==> src/rtl/pm_mode_pkg.sv <==
// Shared types for the disk power mode controller.
// Assumes nothing beyond a 2-bit mode code seen at the top ports.
package pm_mode_pkg;
    typedef enum logic [1:0] {
        PM_ACTIVE  = 2'b00,
        PM_IDLE    = 2'b01,
        PM_STANDBY = 2'b10,
        PM_SLEEP   = 2'b11
    } pm_mode_e;
endpackage

==> src/rtl/pm_timeout_map.sv <==
// Turns the 8-bit inactivity byte into a timeout in seconds.
// Purely combinational. Assumes SEC_W is wide enough for ZERO_SEC and
// for RANGE_HI * STEP_SEC.
module pm_timeout_map #(
    parameter int SEC_W     = 11,
    parameter int ZERO_SEC  = 1800,
    parameter int SHORT_SEC = 15,
    parameter int STEP_SEC  = 5,
    parameter int RANGE_LO  = 4,
    parameter int RANGE_HI  = 240,
    parameter int CAP_SEC   = 1200
) (
    input  logic [7:0]       code,
    output logic [SEC_W-1:0] secs
);
    localparam logic [7:0] LO8 = 8'(RANGE_LO);
    localparam logic [7:0] HI8 = 8'(RANGE_HI);

    logic [SEC_W-1:0] scaled;

    // Linear part of the map: code times the step.
    always_comb scaled = SEC_W'(code) * SEC_W'(STEP_SEC);

    // Pick the piece of the map that the code falls into.
    always_comb begin
        if (code == 8'd0)
            secs = SEC_W'(ZERO_SEC);
        else if (code < LO8)
            secs = SEC_W'(SHORT_SEC);
        else if (code <= HI8)
            secs = scaled;
        else
            secs = SEC_W'(CAP_SEC);
    end
endmodule

==> src/rtl/pm_idle_timer.sv <==
// Inactivity counter. Counts ticks up to a latched limit while run is high
// and raises expire in the cycle of the final tick.
// Assumes the limit is never zero and that load and restart are one-cycle strobes.
module pm_idle_timer #(
    parameter int SEC_W = 11
) (
    input  logic             clk,
    input  logic             rst_n,
    input  logic             load,
    input  logic [SEC_W-1:0] limit_in,
    input  logic             restart,
    input  logic             run,
    input  logic             tick,
    output logic             expire
);
    logic [SEC_W-1:0] limit_q;
    logic [SEC_W-1:0] cnt_q;
    logic             armed_q;

    // Expire on the tick that completes the timeout, unless the counter is being reset.
    always_comb expire = armed_q && run && tick && !load && !restart
                         && (cnt_q == limit_q - SEC_W'(1));

    // Hold the limit and the arm flag, and advance or clear the count.
    always_ff @(posedge clk) begin
        if (!rst_n) begin
            limit_q <= '0;
            cnt_q   <= '0;
            armed_q <= 1'b0;
        end else if (load) begin
            limit_q <= limit_in;
            cnt_q   <= '0;
            armed_q <= 1'b1;
        end else if (restart) begin
            cnt_q <= '0;
        end else if (armed_q && run && tick) begin
            cnt_q <= expire ? '0 : cnt_q + SEC_W'(1);
        end
    end
endmodule

==> src/rtl/pm_busy_timer.sv <==
// Holds busy high for a fixed number of cycles after each start strobe.
// Assumes CHG_CYC >= 1.
module pm_busy_timer #(
    parameter int CHG_CYC = 8
) (
    input  logic clk,
    input  logic rst_n,
    input  logic start,
    output logic busy
);
    localparam int BW = $clog2(CHG_CYC + 1);

    logic [BW-1:0] cnt_q;

    // Load on start, then count down to zero.
    always_ff @(posedge clk) begin
        if (!rst_n)
            cnt_q <= '0;
        else if (start)
            cnt_q <= BW'(CHG_CYC);
        else if (cnt_q != '0)
            cnt_q <= cnt_q - BW'(1);
    end

    // Busy whenever the countdown is still running.
    always_comb busy = (cnt_q != '0);
endmodule

==> src/rtl/pm_mode_fsm.sv <==
// Power mode state machine. Accepts strobes only when not busy and not asleep,
// picks the next mode by priority and drives the timer and busy controls.
// Assumes at most one strobe per cycle. Priority only resolves illegal overlaps.
module pm_mode_fsm
    import pm_mode_pkg::*;
#(
    parameter int ACT_CYC = 4
) (
    input  logic     clk,
    input  logic     rst_n,
    input  logic     c_idle,
    input  logic     c_idle_now,
    input  logic     c_stby,
    input  logic     c_stby_now,
    input  logic     c_sleep,
    input  logic     c_media,
    input  logic     expire,
    input  logic     busy,
    output pm_mode_e mode_q,
    output logic     load_limit,
    output logic     restart,
    output logic     start_busy,
    output logic     run
);
    localparam int AW = $clog2(ACT_CYC + 1);

    pm_mode_e      mode_d;
    logic [AW-1:0] acnt_q;
    logic          accept, go_idle, go_stby, go_sleep, media_ok, act_done;

    // Qualify the strobes: nothing is taken while busy or asleep.
    always_comb begin
        accept     = !busy && (mode_q != PM_SLEEP);
        go_idle    = accept && (c_idle || c_idle_now);
        go_stby    = accept && (c_stby || c_stby_now);
        go_sleep   = accept && c_sleep;
        media_ok   = accept && c_media;
        load_limit = accept && (c_idle || c_stby);
        restart    = media_ok;
        start_busy = go_idle || go_stby || go_sleep
                     || (media_ok && (mode_q == PM_STANDBY));
        run        = (mode_q == PM_ACTIVE) || (mode_q == PM_IDLE);
        act_done   = (mode_q == PM_ACTIVE) && !busy && (acnt_q == AW'(1));
    end

    // Next mode by priority: commands, then timer expiry, then the drop to idle.
    always_comb begin
        mode_d = mode_q;
        if (go_sleep)      mode_d = PM_SLEEP;
        else if (go_stby)  mode_d = PM_STANDBY;
        else if (go_idle)  mode_d = PM_IDLE;
        else if (media_ok) mode_d = PM_ACTIVE;
        else if (expire)   mode_d = PM_STANDBY;
        else if (act_done) mode_d = PM_IDLE;
    end

    // Mode register.
    always_ff @(posedge clk) begin
        if (!rst_n) mode_q <= PM_ACTIVE;
        else        mode_q <= mode_d;
    end

    // Hold counter for active mode, reloaded by each media command.
    always_ff @(posedge clk) begin
        if (!rst_n)
            acnt_q <= AW'(ACT_CYC);
        else if (media_ok)
            acnt_q <= AW'(ACT_CYC);
        else if ((mode_q == PM_ACTIVE) && !busy && (acnt_q != '0))
            acnt_q <= acnt_q - AW'(1);
    end
endmodule

==> src/rtl/disk_pwr_ctrl.sv <==
// Top level of the disk power mode controller. Wires together the timeout
// map, inactivity counter, busy timer and mode state machine.
// Assumes one-cycle strobes from a command decoder and a one-cycle tick.
module disk_pwr_ctrl
    import pm_mode_pkg::*;
#(
    parameter int ZERO_SEC  = 1800,
    parameter int SHORT_SEC = 15,
    parameter int STEP_SEC  = 5,
    parameter int CAP_SEC   = 1200,
    parameter int CHG_CYC   = 8,
    parameter int ACT_CYC   = 4
) (
    input  logic       clk,
    input  logic       rst_n,
    input  logic       cmd_idle,
    input  logic       cmd_idle_now,
    input  logic       cmd_standby,
    input  logic       cmd_standby_now,
    input  logic       cmd_sleep,
    input  logic       cmd_media,
    input  logic [7:0] timer_byte,
    input  logic       tick_1s,
    output logic [1:0] mode,
    output logic       spin_req,
    output logic       busy
);
    localparam int SEC_W = $clog2(ZERO_SEC + 1);

    logic [SEC_W-1:0] limit_secs;
    logic             load_limit, restart, start_busy, run, expire, busy_w;
    pm_mode_e         mode_w;

    pm_timeout_map #(
        .SEC_W(SEC_W), .ZERO_SEC(ZERO_SEC), .SHORT_SEC(SHORT_SEC),
        .STEP_SEC(STEP_SEC), .RANGE_LO(4), .RANGE_HI(240), .CAP_SEC(CAP_SEC)
    ) u_map (
        .code(timer_byte),
        .secs(limit_secs)
    );

    pm_idle_timer #(.SEC_W(SEC_W)) u_timer (
        .clk(clk), .rst_n(rst_n), .load(load_limit), .limit_in(limit_secs),
        .restart(restart), .run(run), .tick(tick_1s), .expire(expire)
    );

    pm_busy_timer #(.CHG_CYC(CHG_CYC)) u_busy (
        .clk(clk), .rst_n(rst_n), .start(start_busy), .busy(busy_w)
    );

    pm_mode_fsm #(.ACT_CYC(ACT_CYC)) u_fsm (
        .clk(clk), .rst_n(rst_n),
        .c_idle(cmd_idle), .c_idle_now(cmd_idle_now),
        .c_stby(cmd_standby), .c_stby_now(cmd_standby_now),
        .c_sleep(cmd_sleep), .c_media(cmd_media),
        .expire(expire), .busy(busy_w), .mode_q(mode_w),
        .load_limit(load_limit), .restart(restart),
        .start_busy(start_busy), .run(run)
    );

    // Drive the outputs: mode code, spindle request from the running modes, busy.
    always_comb begin
        mode     = mode_w;
        spin_req = run;
        busy     = busy_w;
    end
endmodule

==> config.mk <==
export PLATFORM = sky130hd
export DESIGN_NAME = disk_pwr_ctrl
export DESIGN_NICKNAME = d
export VERILOG_FILES = /design/src/rtl/pm_mode_pkg.sv /design/src/rtl/pm_timeout_map.sv /design/src/rtl/pm_idle_timer.sv /design/src/rtl/pm_busy_timer.sv /design/src/rtl/pm_mode_fsm.sv /design/src/rtl/disk_pwr_ctrl.sv
export SDC_FILE = /design/constraint.sdc
export NUM_CORES = 1
export LEC_CHECK = 0
export ABC_AREA = 1
export BUFFER_PORTS_ARGS = -buffer_cell sky130_fd_sc_hd__buf_2
export CORE_ASPECT_RATIO = 1.1
export CORE_MARGIN = 2
export CORE_UTILIZATION = 60
export CTS_CLUSTER_SIZE = 25
export DETAILED_ROUTE_END_ITERATION = 8
export GPL_ROUTABILITY_DRIVEN = 0
export PLACE_DENSITY = 0.81
export SETUP_SLACK_MARGIN = 0.5
export SYNTH_ARGS = -nofsm -noshare
export SYNTH_HDL_FRONTEND = slang
export SYNTH_SLANG_ARGS = --single-unit
==> constraint.sdc <==
create_clock -name clk -period 2.1 [get_ports clk]
set_input_delay 0 -clock clk [delete_from_list [all_inputs] [get_ports clk]]
set_output_delay 0 -clock clk [all_outputs]
set_load 0.01 [all_outputs]
==> results by group <==
Critical path
  – WP data required: 2.27 ns
  – CP Launch Type: flip-flop
  – Crit Path Max Fanout: 10
  – Reg2reg path depth: 12
  – Arr. time, crit path: 1.90 ns
  – Nature of the critical path endpoint: flip-flop
  – Critical path class: reg2reg
  – R2R Path End: u_timer.cnt_q[10]$_SDFFE_PP0P_
  – Worst r2r src: u_timer.limit_q[1]$_SDFFE_PN0P_
  – Flop2flop setup slack: 0.37 ns

Synthesis
  – Gate Count Post-Synth: 362
  – Simple logic cell fraction of the synthesized area: 38.0%
  – Syn Nets: 399
  – Adder-cell share of the synthesized area: 10.5%
  – Mux cell area share after synthesis: 0%
  – Post-synthesis sequential area ratio: 26.1%
  – Netlist area before placement: 2450 sq um
  – YS warnings: 0
  – Ys flop type: dfxtp_1
  – Share of the synthesized area in the top cell type: 26.1%
  – Largest family of logic cells by synthesized area: simple AND/OR/NAND/NOR gates
  – Synth cell types: 39
  – Syn avg cell area: 6.78 sq um
  – Post-synth ARST share: 0%
  – Area contributors post-synth: dfxtp_1 26%, nand2_1 13%, ha_1 9.7%
  – Area leader, netlist: dfxtp_1
  – Compound-gate portion of the synthesized area: 11.6%
  – Register bit total from synthesis: 32
  – Synth Area in XOR/XNOR: 4.94%
  – EDFF count, synth: 0

Route
  – DR vias: 2391
  – DRC violations left: 0
  – DR iter-0 viols: 126
  – Drt wl/cell: 13.2 um
  – DRT Pass-1 Iters: 4
  – Total Wirelength: 5.98 mm
  – Post-DRT Antenna Nets: 0
  – Vias per Instance: 5.29

Timing
  – Min Tclk post-route: 1.73 ns
  – # setup viols final: 0
  – Setup TNS: 0 ns
  – Worst Skew: 0.00464 ns
  – Fmax: 579 MHz
  – Slew Viols, Final: 0
  – RSZ-0062 raised after global routing: yes
  – Final Hold Violating Endpoints: 0
  – Tightest Pin Transition: 0.368 ns
  – Final Cycle Share: 82.2%
  – Slew headroom: 75.5%

Placement
  – DP Wirelength: 4.10 mm
  – Port Buffer Count: 20

GRT
  – First-pass GRT wire length: 9.32 mm
  – Gr ovfl total: 0
  – Largest net degree at the start of global routing: 12
  – Vias in the first global route: 2187
  – Initial antenna violation count: 0
  – Gr usage total: 26.0%
  – M3 GR Usage: 5.25%
  – GR peak layer: met2
  – Met1 Usage GRT: 30.0%
  – Met2 Use GR: 47.2%

Layout
  – Area grow syn2layout: 21.8%
  – Share of layout cells above drive strength 1: 28.0%
  – Nets: 437
  – Antenna fix cells: 0
  – # fillers: 301
  – Post-Route Utilization: 76.0%

Power and ir drop
  – Leakage power: 1.38 nW
  – Worst VDD drop: 587 uV
  – Pwr/cell area: 1220 nW/um^2

Clock tree
  – Clock Latency Late Sink: 0.29 ns
  – Total CTS buffers: 5
  – Clk buf depth: 2
  – Clock sink count: 32
  – CTS HTree Levels: 2
  – Reg clk slew, reported paths: 0.06 ns
  – CTS tree: yes
  – Root Buffer: clkbuf_8

Hold path
  – Worst hold path startpoint: cmd_sleep
  – Worst Hold Class: in2reg
  – Hold Path Stages: 5
  – Hold worst-path end: u_fsm.mode_q[0]$_SDFFE_PN0P_

Floorplanning
  – Die Ht: 71.1 um
  – I/O pins: 21
  – Initial Util: 62.4%
  – Die width: 65.0 um
  – Core area: 3930 sq um
  – Die ar.: 4620 sq um
  – Rows: 24

Flow run
  – Max Cap Viol: 0

Outcome
  – Status: finished clean
[report_power, final]
group,internal [W],switching (W),total (W),leakage (nW)
clock network,0.000291,0.000218,0.000509,0.0503
logic,0.000873,0.00136,0.00223,1.06
registers,0.000760,0.000160,0.000920,0.263
[registers in the layout, indices dropped and copies added, names as in the netlist]
signal           flops
u_timer.cnt_q       11
u_timer.limit_q     11
u_busy.cnt_q         4
u_fsm.acnt_q         3
u_fsm.mode_q         2
u_timer.armed_q      1
[cell type report]
type                            instances  area, sq um  area share [%]
Clock buffer                            7         96.3            3.22
Inverter                               57          221            7.41
Multi-Input combinational cell        272         1750            58.5
Sequential cell                        32          646            21.6
Tap cell                               52         65.1            2.18
Timing Repair Buffer                   32          213            7.12
[cell usage after synthesis, types with 4 or more instances]
| cell type | count |
|---|---|
| o21ai_0 | 11 |
| nand2_1 | 87 |
| nor3b_2 | 4 |
| o21ai_1 | 6 |
| inv_2 | 9 |
| xnor2_1 | 4 |
| nor2_1 | 42 |
| nand2_2 | 5 |
| xor2_1 | 8 |
| nor2_4 | 5 |
| nand4_1 | 4 |
| ha_1 | 19 |
| inv_1 | 48 |
| nor3_1 | 6 |
| nor2_2 | 7 |
| a21oi_1 | 20 |
| dfxtp_1 | 32 |
| nand3_1 | 15 |
[placed cells by master (no fill, tap or decap), types with 3 or more instances in the layout]
| cell | n |
|---|---|
| o21ai_1 | 7 |
| nor2_4 | 7 |
| inv_4 | 3 |
| nor3b_2 | 4 |
| a21oi_1 | 18 |
| buf_2 | 18 |
| inv_2 | 12 |
| ha_1 | 11 |
| o21ai_0 | 10 |
| dfxtp_2 | 4 |
| nand2_1 | 85 |
| nor2_2 | 10 |
| nor2_1 | 37 |
| ha_4 | 8 |
| nor3_1 | 6 |
| clkbuf_8 | 7 |
| inv_1 | 42 |
| nand4_1 | 4 |
| xnor2_1 | 4 |
| nand3_1 | 15 |
| xor2_1 | 8 |
| a21oi_2 | 5 |
| nand3_4 | 3 |
| or2_2 | 3 |
| nand2_2 | 7 |
| dfxtp_1 | 28 |
| buf_4 | 11 |
[cell families (layout without fill, tap and decap cells)]
kind of cell,after synthesis,in the layout
AO/OA/AOI/OAI,49,49
flip-flops,32,32
XOR/XNOR,13,13
adder cells (fa/ha/maj),20,20
AND/OR/NAND/NOR,190,190
buffers and inverters,58,96
[critical path, stage by stage (launching register included)]
cell and delay (ns):
dfxtp_2 0.33, inv_4 0.06, buf_4 0.09, buf_4 0.11
nand2_1 0.04, nor2_1 0.13, nand2_1 0.10, a21oi_2 0.14
nand2_1 0.07, nor2_2 0.14, nand3_4 0.14, nand2_4 0.18
nor2_1 0.07
[layer usage]
metal / wire length (um) / vias to the layer above
met5: 0 / -
met2: 3150 / 64
met1: 2420 / 1090
met4: 165 / 0
li1: - / 1221
met3: 242 / 16
[metrics by stage]
step	std cells	hold slack (ns)	total power, W	area [sq um]	setup WS (ns)
2_1_floorplan	362	0.0976	0.00245	2470	0.472
3_3_place_gp	433	0.280	0.00277	2630	0.282
3_5_place_dp	433	0.287	0.00282	2630	0.242
4_1_cts	445	0.0365	0.00344	2790	0.432
5_1_grt	452	0.0541	0.00397	2990	0.264
6_report	452	0.0387	0.00366	2990	0.373
[worst max path at each step]
stage                     slack, ns                               to  cells after the start                       startpoint
after floorplan                0.47  u_timer.limit_q[9]$_SDFFE_PN0P_                     12                    timer_byte[1]
after global placement         0.28  u_timer.limit_q[9]$_SDFFE_PN0P_                     13                    timer_byte[3]
after detailed placement       0.24  u_timer.limit_q[9]$_SDFFE_PN0P_                     13                    timer_byte[1]
after CTS                      0.43   u_timer.cnt_q[10]$_SDFFE_PP0P_                     12  u_timer.limit_q[0]$_SDFFE_PN0P_
after global routing           0.26     u_fsm.mode_q[1]$_SDFFE_PN0P_                     12  u_timer.limit_q[1]$_SDFFE_PN0P_
final                          0.37   u_timer.cnt_q[10]$_SDFFE_PP0P_                     12  u_timer.limit_q[1]$_SDFFE_PN0P_
[repair_timing]
action,in CTS,in global routing
buffers inserted,4,7
endpoints found under the hold margin,1,0
hold buffers,1,0
resized for setup,8,35
pin swaps,6,16
endpoints found under the setup margin,28,31
Power figures use the tool's default switching activity.
